--- src/rtl/ipipe_pkg.sv ---
// Package: shared types and helpers for the instruction pipeline sequencer.
// Assumes processing-state codes are fixed: 0 normal, 1..4 other states.
package ipipe_pkg;

    // Processing-state codes seen on the pstate input.
    typedef enum logic [2:0] {
        PS_NORMAL = 3'd0,
        PS_EXCEPT = 3'd1,
        PS_RESET  = 3'd2,
        PS_WAIT   = 3'd3,
        PS_STOP   = 3'd4
    } pstate_e;

    // Kind of word occupying a pipeline slot.
    typedef enum logic {
        TAG_OP  = 1'b0,
        TAG_EXT = 1'b1
    } slot_tag_e;

    // True when the core is in the normal processing state.
    function automatic logic is_normal(input logic [2:0] st);
        return pstate_e'(st) == PS_NORMAL;
    endfunction

endpackage

--- src/rtl/ipipe_fetch.sv ---
// Module: fetch stage. Holds the next fetch address and the restart address.
// Assumes: run is high only in the normal state; redirect is asserted only
// together with a completing execute slot; commit_en marks such a slot.
module ipipe_fetch #(
    parameter int ADDR_W = 16,
    parameter logic [ADDR_W-1:0] RESET_VEC = '0
) (
    input  logic              clk,
    input  logic              rst_n,
    input  logic              run,
    input  logic              redirect,
    input  logic [ADDR_W-1:0] redirect_pc,
    input  logic              commit_en,
    input  logic [ADDR_W-1:0] commit_addr,
    output logic [ADDR_W-1:0] fetch_addr,
    output logic              fetch_req
);
    localparam logic [ADDR_W-1:0] STEP = ADDR_W'(1);

    logic [ADDR_W-1:0] pc_q;
    logic [ADDR_W-1:0] resume_q;

    // Restart pointer: address after the last completed instruction.
    always_ff @(posedge clk) begin
        if (!rst_n) begin
            resume_q <= RESET_VEC;
        end else if (commit_en) begin
            resume_q <= redirect ? redirect_pc : commit_addr + STEP;
        end
    end

    // Next fetch address: sequential, redirected, or rewound when halted.
    always_ff @(posedge clk) begin
        if (!rst_n) begin
            pc_q <= RESET_VEC;
        end else if (!run) begin
            pc_q <= resume_q;
        end else if (redirect) begin
            pc_q <= redirect_pc;
        end else begin
            pc_q <= pc_q + STEP;
        end
    end

    // One word requested per normal cycle, none during reset.
    always_comb begin
        fetch_addr = pc_q;
        fetch_req  = run && rst_n;
    end

endmodule

--- src/rtl/ipipe_decode.sv ---
// Module: decode stage. Records which fetched word now sits in decode and
// whether it is an opcode or an extension word.
// Assumes: the program word itself arrives from memory during this stage;
// the decoder hint refers to that word.
module ipipe_decode
    import ipipe_pkg::*;
#(
    parameter int ADDR_W = 16
) (
    input  logic              clk,
    input  logic              rst_n,
    input  logic              run,
    input  logic              flush,
    input  logic              fetch_req,
    input  logic [ADDR_W-1:0] fetch_addr,
    input  logic              two_word_hint,
    output logic              d_valid,
    output slot_tag_e         d_tag,
    output logic [ADDR_W-1:0] d_addr
);
    slot_tag_e next_tag;

    // The word after a valid opcode flagged by the hint is its extension.
    always_comb begin
        if (d_valid && d_tag == TAG_OP && two_word_hint) begin
            next_tag = TAG_EXT;
        end else begin
            next_tag = TAG_OP;
        end
    end

    // Decode slot register: load the fetched word, or empty on kill.
    always_ff @(posedge clk) begin
        if (!rst_n) begin
            d_valid <= 1'b0;
            d_tag   <= TAG_OP;
            d_addr  <= '0;
        end else if (!run || flush) begin
            d_valid <= 1'b0;
            d_tag   <= TAG_OP;
        end else begin
            d_valid <= fetch_req;
            d_tag   <= next_tag;
            d_addr  <= fetch_addr;
        end
    end

endmodule

--- src/rtl/ipipe_exec.sv ---
// Module: execute stage. Holds the slot being executed, the opcode of its
// instruction and its extension word, and flags the instruction's last slot.
// Assumes: an extension slot always directly follows its opcode slot.
module ipipe_exec
    import ipipe_pkg::*;
#(
    parameter int ADDR_W = 16,
    parameter int WORD_W = 24
) (
    input  logic              clk,
    input  logic              rst_n,
    input  logic              run,
    input  logic              flush,
    input  logic              d_valid,
    input  slot_tag_e         d_tag,
    input  logic [ADDR_W-1:0] d_addr,
    input  logic [WORD_W-1:0] d_word,
    input  logic              two_word_hint,
    output logic              e_valid,
    output logic              e_is_ext,
    output logic [ADDR_W-1:0] e_addr,
    output logic [WORD_W-1:0] e_opcode,
    output logic [WORD_W-1:0] e_ext_word,
    output logic              e_done
);
    logic              v_q;
    slot_tag_e         tag_q;
    logic              two_q;
    logic              advance;

    assign advance = run && !flush && d_valid;

    // Execute slot register: take the decode slot when it advances.
    always_ff @(posedge clk) begin
        if (!rst_n) begin
            v_q        <= 1'b0;
            tag_q      <= TAG_OP;
            two_q      <= 1'b0;
            e_addr     <= '0;
            e_opcode   <= '0;
            e_ext_word <= '0;
        end else begin
            v_q <= advance;
            if (advance) begin
                e_addr <= d_addr;
                tag_q  <= d_tag;
                if (d_tag == TAG_OP) begin
                    e_opcode <= d_word;
                    two_q    <= two_word_hint;
                end else begin
                    e_ext_word <= d_word;
                end
            end
        end
    end

    // Visible slot state, silenced outside the normal state.
    always_comb begin
        e_valid  = v_q && run;
        e_is_ext = tag_q == TAG_EXT;
        e_done   = v_q && run && (tag_q == TAG_EXT || !two_q);
    end

endmodule

--- src/rtl/ipipe_seq.sv ---
// Module: top of the three-stage pipeline sequencer. Wires fetch, decode
// and execute, derives the run and flush controls, and exposes the stages.
// Assumes: program memory returns the word one cycle after its address;
// branch requests come from the instruction shown in execute.
module ipipe_seq
    import ipipe_pkg::*;
#(
    parameter int ADDR_W = 16,
    parameter int WORD_W = 24,
    parameter logic [ADDR_W-1:0] RESET_VEC = '0
) (
    input  logic              clk,
    input  logic              rst_n,
    input  logic [2:0]        pstate,
    output logic [ADDR_W-1:0] imem_addr,
    output logic              imem_rd,
    input  logic [WORD_W-1:0] imem_rdata,
    input  logic              dec_two_word,
    input  logic              branch_taken,
    input  logic [ADDR_W-1:0] branch_target,
    output logic              dec_valid,
    output logic              dec_is_ext,
    output logic [ADDR_W-1:0] dec_addr,
    output logic              ex_valid,
    output logic              ex_is_ext,
    output logic [ADDR_W-1:0] ex_addr,
    output logic [WORD_W-1:0] ex_opcode,
    output logic [WORD_W-1:0] ex_ext_word,
    output logic              ex_done
);
    logic              run;
    logic              take;
    logic              f_req;
    logic [ADDR_W-1:0] f_addr;
    logic              d_v;
    slot_tag_e         d_t;
    logic [ADDR_W-1:0] d_a;
    logic              e_done;

    // Run only in the normal state; branch only on a completing slot.
    always_comb begin
        run  = is_normal(pstate);
        take = e_done && branch_taken;
    end

    ipipe_fetch #(
        .ADDR_W    (ADDR_W),
        .RESET_VEC (RESET_VEC)
    ) u_fetch (
        .clk         (clk),
        .rst_n       (rst_n),
        .run         (run),
        .redirect    (take),
        .redirect_pc (branch_target),
        .commit_en   (e_done),
        .commit_addr (ex_addr),
        .fetch_addr  (f_addr),
        .fetch_req   (f_req)
    );

    ipipe_decode #(
        .ADDR_W (ADDR_W)
    ) u_decode (
        .clk           (clk),
        .rst_n         (rst_n),
        .run           (run),
        .flush         (take),
        .fetch_req     (f_req),
        .fetch_addr    (f_addr),
        .two_word_hint (dec_two_word),
        .d_valid       (d_v),
        .d_tag         (d_t),
        .d_addr        (d_a)
    );

    ipipe_exec #(
        .ADDR_W (ADDR_W),
        .WORD_W (WORD_W)
    ) u_exec (
        .clk           (clk),
        .rst_n         (rst_n),
        .run           (run),
        .flush         (take),
        .d_valid       (d_v),
        .d_tag         (d_t),
        .d_addr        (d_a),
        .d_word        (imem_rdata),
        .two_word_hint (dec_two_word),
        .e_valid       (ex_valid),
        .e_is_ext      (ex_is_ext),
        .e_addr        (ex_addr),
        .e_opcode      (ex_opcode),
        .e_ext_word    (ex_ext_word),
        .e_done        (e_done)
    );

    // Port view of fetch and decode stages.
    always_comb begin
        imem_addr  = f_addr;
        imem_rd    = f_req;
        dec_valid  = d_v && run;
        dec_is_ext = d_t == TAG_EXT;
        dec_addr   = d_a;
        ex_done    = e_done;
    end

endmodule

--- config.mk ---
export PLATFORM = sky130hd
export DESIGN_NAME = ipipe_seq
export DESIGN_NICKNAME = d
export VERILOG_FILES = /design/src/rtl/ipipe_pkg.sv /design/src/rtl/ipipe_fetch.sv /design/src/rtl/ipipe_decode.sv /design/src/rtl/ipipe_exec.sv /design/src/rtl/ipipe_seq.sv
export SDC_FILE = /design/constraint.sdc
export NUM_CORES = 1
export LEC_CHECK = 0
export BUFFER_PORTS_ARGS = -buffer_cell sky130_fd_sc_hd__buf_2
export CORE_ASPECT_RATIO = 1.2
export CORE_UTILIZATION = 55
export DETAILED_ROUTE_END_ITERATION = 8
export PLACE_DENSITY = 0.89
export SYNTH_ARGS = -nofsm -noshare
export SYNTH_HDL_FRONTEND = slang
export SYNTH_SLANG_ARGS = --single-unit
--- constraint.sdc ---
create_clock -name clk -period 3.6 [get_ports clk]
set_clock_uncertainty 0.15 [all_clocks]
set_input_delay 0.36 -clock clk [delete_from_list [all_inputs] [get_ports clk]]
set_output_delay 0.36 -clock clk [all_outputs]
set_load 0.01 [all_outputs]
==> results by group, run 1 <==
Critical path
  – Data arrival, critical path: 2.02 ns
  – Reg2Reg Depth: 5
  – Crit path launch: u_exec.e_is_ext$_SDFFE_PN0P_
  – Setup crit start kind: register
  – Reg-to-Reg Start: u_exec.v_q$_SDFF_PN0_
  – Worst R2R End: u_fetch.fetch_addr[2]$_SDFF_PN0_
  – Slowest-stage cell, CP: inv_1
  – Worst reg-to-reg setup slack: 1.57 ns
  – Max FO, Critical Path: 22
  – Critical Path End Type: output pin
  – CP peak stage delay: 0.37 ns
  – CP cell instances: nand2b_1 -> nand3_1 -> buf_4 -> inv_1 -> buf_2
  – CP required: 3.09 ns
  – WS Path Type: register to output pin

Timing
  – Post-layout min period: 2.53 ns
  – Max-slew headroom: 42.0%
  – Worst slew pin tran: 0.863 ns
  – TNS Setup: 0 ns
  – # setup viols final: 0
  – Max-slew violations: 0
  – Unrepaired setup endpoints after global routing: false
  – Final hold violations: 0
  – Setup WS post-layout: 1.07 ns
  – Fin crit share: 70.2%
  – Maximum clock frequency: 396 MHz

Route
  – DRT Pass-1 Iters: 5
  – DRC: 0
  – Detailed-route via count: 5,161
  – Drt wl/cell: 16.9 µm
  – DRT antenna net count: 0
  – Initial DRC Count: 370
  – Via/cell ratio: 5.83
  – Final WL: 15.0 mm

Die
  – Core area: 8660 µm²
  – Initial core utilization: 57.1%
  – Die X-Extent: 88.5 µm
  – Die area: 9370 µm²
  – Number of top-level pins: 149
  – Row cnt: 37
  – Die height: 106 µm

Clock network
  – CTS Buf Count: 17
  – Clk root buf: clkbuf_8
  – H-tree Lvls: 4
  – Clock slew seen by the registers of the worst setup and hold paths: 0.06 ns
  – Post-CTS resize count: 0
  – Sink Count: 117
  – Clk buf depth: 2
  – Skew-Pair Late Insertion Delay: 0.52 ns
  – CTS tree: done

Yosys
  – Post-Syn Area: 4940 µm²
  – Synth Register Bits: 117
  – Synth Area per Inst: 8.24 µm²
  – Yosys cell types: 44
  – Syn nets: 649
  – Cells after synthesis: 600
  – Seq/Total Area, Yosys: 47.4%
  – YS warnings: 0

GRT
  – First-pass GRT wire length: 23.3 mm
  – Vias in the first global route: 4,979
  – GR Util All Layers: 32.6%
  – Congestion Overflow GR: 0
  – Initial antenna violation count: 0
  – Largest net degree at the start of global routing: 62

Final layout
  – Sequential cell area: 2340 µm²
  – Area of the multi-input gates: 2370 µm²
  – Layout cells sized above 1: 26.4%
  – FILL cells: 635
  – Synth-to-layout area growth: 32.2%
  – Commonest non-fill, non-tap cells in the layout: 148 x buf_2, 128 x nand2_1, 117 x dfxtp_1
  – Antenna Cells: 0
  – Commonest non-fill, non-tap cell in the layout: buf_2
  – Net count, final: 806

Run
  – Max-Cap Viols: 0

Power
  – Combinational group share of total power: 4.3%
  – Leakage: 0.00266 µW
  – Sw Ratio: 23.0%
  – NetSw: 699 µW
  – PD cells: 464 nW/µm²
  – Clock power frac: 52.8%
  – VDD IR max: 332 µV
  – Internal Power: 2340 µW
  – Sequential Power Share: 42.9%

Place
  – # port buffers: 148
  – Pre-CTS WS: 0.962 ns
  – Final HPWL DP: 9.50 mm
  – GPL Wtd Cong: 0.933

Run status
  – Status: finished, final reports clean

Worst hold path
  – Hold_sp: branch_target[15]
  – WHS Endpoint: u_fetch.fetch_addr[15]$_SDFF_PN0_
  – Depth of the worst hold-timing path: 3
  – HP Class: input port to register
-- worst max-delay path by stage --
stage | slack (ns) | to
4_1_cts | 1.10 | ex_done
3_3_place_gp | 0.99 | u_fetch.fetch_addr[2]$_SDFF_PN0_
3_5_place_dp | 0.96 | u_fetch.fetch_addr[2]$_SDFF_PN0_
5_1_grt | 0.99 | ex_done
2_1_floorplan | 1.70 | u_exec.e_ext_word[0]$_SDFFE_PN0P_
6_report | 1.07 | ex_done
-- logic make-up (layout without fill, tap and decap cells) --
group | count (synthesis) | count (layout) | share of synthesized area (%)
simple gates | 234 | 234 | 22.1
compound gates | 163 | 163 | 19.3
flops | 117 | 117 | 47.4
buf+inv | 52 | 221 | 4.88
xor+xnor | 28 | 28 | 4.96
mux | 4 | 4 | 0.810
fa+ha+maj | 2 | 2 | 0.506
-- flip-flops by register name (all words and copies together) (netlist names) --
register and flops:
u_decode.d_addr 16, u_decode.d_tag 1, u_decode.d_valid 1, u_exec.e_addr 16, u_exec.e_ext_word 24, u_exec.e_is_ext 1, u_exec.e_opcode 24, u_exec.two_q 1
u_exec.v_q 1, u_fetch.fetch_addr 16, u_fetch.resume_q 16
-- area by class of cell --
type | instances | share of cell area, %
clock buffer | 17 | 6.33
tap | 117 | 2.24
sequential | 117 | 35.8
inverter | 6 | 0.344
multi-input combinational | 431 | 36.3
timing repair buffer | 184 | 16.6
clock inverter | 14 | 2.39
-- power by group through the flow --
| stage | clock network (µW) | registers (µW) | logic [µW] |
|---|---|---|---|
| after global placement | 0 | 1330 | 98.1 |
| after global routing | 1670 | 1300 | 138 |
| final | 1600 | 1300 | 130 |
| after CTS | 1610 | 1300 | 125 |
| after detailed placement | 0 | 1330 | 100 |
| after floorplan | 0 | 1330 | 51.8 |
-- stage by stage --
stage | std cells | power, µW | area (µm²) | hold slack, ns | util (%)
2_1_floorplan | 600 | 1380 | 4940 | 0.282 | -
3_3_place_gp | 826 | 1430 | 5680 | 0.290 | 65.6
3_5_place_dp | 826 | 1430 | 5680 | 0.301 | 65.6
4_1_cts | 886 | 3040 | 6540 | 0.00419 | 75.5
5_1_grt | 886 | 3110 | 6540 | 0.0253 | 75.5
6_report | 886 | 3040 | 6540 | 0.0212 | 75.5
-- synthesized netlist by cell type, drive strengths merged --
master	instances	area, µm²
nand2	128	480
dfxtp	117	2340
a21oi	67	335
o21ai	59	314
nand3	54	295
clkbuf	28	106
buf	18	113
nor2	18	67.6
xnor2	16	140
xor2	12	105
a22oi	8	60.1
nand4	8	50.1
and3	7	48.8
o22ai	7	43.8
inv	6	22.5
and2	5	31.3
and4	5	43.8
o221ai	5	43.8
mux2i	4	40.0
nor3	4	31.3
o31ai	4	30.0
a222oi	3	30.0
a211oi	2	15.0
a31oi	2	27.5
ha	2	25.0
nand2b	2	12.5
o211ai	2	15.0
a21o	1	7.51
a221oi	1	8.76
nor2b	1	6.26
nor4	1	21.3
o21bai	1	7.51
o311ai	1	16.3
or3	1	6.26
-- routing by layer --
layer	share of wire [%]	routed length (µm)	global-route usage, %	vias to the layer above
met4	4.6	689	19.6	0
met5	0	0	0	-
met3	8.2	1230	8.30	52
li1	-	-	-	2408
met1	37	5590	36.4	2428
met2	50	7450	54.7	273
-- worst max-delay path, delay by kind of cell, from the launching register on --
family	cells	cell delay [ns]
AND/OR/NAND/NOR	2	0.31
buffers and inverters	3	0.82
flip-flops	1	0.36
-- timing repair --
| item | 4_1_cts | 5_1_grt |
|---|---|---|
| hold buffers | 29 | 0 |
| setup buffers | 0 | 0 |
| endpoints found under the hold margin | 53 | 0 |
Note: power is estimated with default switching activity, not from simulation.
==> run 2: changes to the inputs <==
- CORE_UTILIZATION: 55 -> 46
- PLACE_DENSITY: 0.89 -> 0.79
- clock period: 3.6 -> 2.2 ns (I/O delays scaled with it)
==> run 2 against run 1 <==
Sequential cell count is the same. Count of clock-buffer cells in the layout is 7 higher. Worst hold slack better by 0.012 ns. Global-route usage decreased by 4.9 points. Final area is 4.5% higher. Critical path depth fell by 1. Sequential power grew 64%. Combinational power grew 85%.
==> results by group, run 2 (same netlist as run 1, synthesis figures left out) <==
Final layout
  – Area of the multi-input gates: 2370 µm²
  – FILL cells: 858
  – Net count, final: 830
  – Top flop regs: u_exec.e_ext_word (24), u_exec.e_opcode (24)
  – Antenna Cells: 0
  – Commonest non-fill, non-tap cells in the layout: 148 x buf_2, 128 x nand2_1, 117 x dfxtp_1
  – Synth-to-layout area growth: 38.2%
  – Finished Core Util: 65.3%
  – Sequential cell area: 2340 µm²
  – Commonest non-fill, non-tap cell in the layout: buf_2
  – Layout cells sized above 1: 27.1%

Timing
  – Worst slew pin tran: 0.484 ns
  – # setup viols final: 0
  – TNS Setup: 0 ns
  – Hold_ws: 0.0333 ns
  – Final hold violations: 0
  – Maximum clock frequency: 487 MHz
  – Unrepaired setup endpoints after global routing: false
  – Post-layout min period: 2.06 ns
  – Fin crit share: 93.4%
  – Max-slew violations: 0
  – Max-slew headroom: 67.7%

Run
  – Max-Cap Viols: 0

Power
  – Sw Ratio: 20.3%
  – Clock power frac: 55.5%
  – Internal Power: 4240 µW
  – PD cells: 780 nW/µm²
  – Leakage: 0.00282 µW
  – Combinational group share of total power: 4.5%
  – VDD IR max: 536 µV
  – Sequential Power Share: 40.0%
  – NetSw: 1080 µW

Die
  – Die area: 11,200 µm²
  – Core area: 10,500 µm²
  – Number of top-level pins: 149
  – Row cnt: 41
  – Die X-Extent: 96.6 µm
  – Die height: 116 µm
  – Initial core utilization: 47.2%

Route
  – DRT Pass-1 Iters: 6
  – Final WL: 15.6 mm
  – Initial DRC Count: 426
  – Top layer in use: met4
  – Drt wl/cell: 16.9 µm
  – WL met3: 1.33 mm
  – Via/cell ratio: 5.69
  – DRT antenna net count: 0
  – Routed wl met2: 7.96 mm
  – Detailed-route via count: 5,255
  – DRC: 0
  – Post-Route M1 WL: 5.81 mm

Critical path
  – CP required: 1.83 ns
  – Slowest-stage cell, CP: dfxtp_1
  – CP cell instances: nand2b_1 -> nand3_1 -> inv_1 -> buf_2
  – Setup crit start kind: register
  – WS Path Type: register to output pin
  – Critical Path End Type: output pin
  – WP buf/inv: 2
  – Max FO, Critical Path: 13
  – Delay-heaviest family, CP: buffers and inverters
  – CP peak stage delay: 0.37 ns
  – Data arrival, critical path: 1.69 ns

Clock network
  – Clock slew seen by the registers of the worst setup and hold paths: 0.05 ns
  – H-tree Lvls: 4
  – CTS tree: done
  – Clk root buf: clkbuf_16
  – Skew-Pair Late Insertion Delay: 0.41 ns
  – Clk buf depth: 2
  – CTS Buf Count: 17
  – Sink Count: 117
  – Post-CTS resize count: 0

Place
  – Final HPWL DP: 10.2 mm
  – # port buffers: 148
  – GPL Wtd Cong: 0.869

GRT
  – First-pass GRT wire length: 24.5 mm
  – GR Util All Layers: 27.8%
  – Congestion Overflow GR: 0
  – Vias in the first global route: 5,112
  – Largest net degree at the start of global routing: 50
  – Initial antenna violation count: 0

Run status
  – Status: finished, final reports clean

Worst hold path
  – HP Class: input port to register
-- run 2: changes by cell type in the layout (fill, tap and decap cells not counted), moves of 2 or more --
cell           change
clkbuf_1           +3
bufinv_16          +2
inv_6              -2
clkinvlp_4         -2
buf_4             +14
dlygate4sd3_1      +9
clkinv_4           -5
clkbuf_8           +3
-- run 2: final timing paths --
| kind | start | end | slack [ns] | cells after the start |
|---|---|---|---|---|
| max | u_exec.e_is_ext$_SDFFE_PN0P_ | ex_done | 0.14 | 4 |
| min | branch_target[2] | u_fetch.fetch_addr[2]$_SDFF_PN0_ | 0.03 | 3 |
| max reg2reg | u_fetch.fetch_addr[5]$_SDFF_PN0_ | u_fetch.fetch_addr[7]$_SDFF_PN0_ | 0.28 | 5 |
| min reg2reg | u_exec.e_ext_word[11]$_SDFFE_PN0P_ | u_exec.e_ext_word[11]$_SDFFE_PN0P_ | 0.31 | 2 |
-- run 2: power groups by stage --
stage	Clock [µW]	Sequential, µW	Combinational [µW]
global placement	0	2180	175
global route	3080	2130	255
detailed placement	0	2180	179
floorplan	0	2180	84.7
finish	2960	2130	240
CTS	2990	2130	233
-- run 2: area by class of cell --
class / instances / area share (%)
Clock buffer: 24 / 7.20
Clock inverter: 8 / 2.12
Inverter: 6 / 0.330
Multi-Input combinational cell: 431 / 34.7
Sequential cell: 117 / 34.3
Tap cell: 129 / 2.36
Timing Repair Buffer: 208 / 19.0
-- run 2: routing by layer --
| layer | track usage, % | vias to the layer above |
|---|---|---|
| li1 | - | 2448 |
| met1 | 29.5 | 2464 |
| met2 | 50.3 | 299 |
| met3 | 7.48 | 44 |
| met4 | 15.2 | 0 |
| met5 | 0 | - |
-- run 2: stage by stage --
step           instance area (µm²)  worst slack, ns  power, µW  cells
2_1_floorplan                 4940            0.440       2260    600
3_3_place_gp                  5810            0.250       2350    853
3_5_place_dp                  5810            0.130       2350    853
4_1_cts                       6830            0.157       5350    923
5_1_grt                       6830           0.0376       5460    923
6_report                      6830            0.145       5330    923
-- run 2: tightest hold or removal path: cells and delay by family --
kind / cells / cell delay (ns)
AO/OA/AOI/OAI: 2 / 0.24
buffers and inverters: 1 / 0.09
-- run 2: timing repair --
action / CTS / global route
hold buffers: 38 / 0
endpoints found under the hold margin: 64 / 0
endpoints found under the setup margin: 0 / 0
buffers inserted: 0 / 0
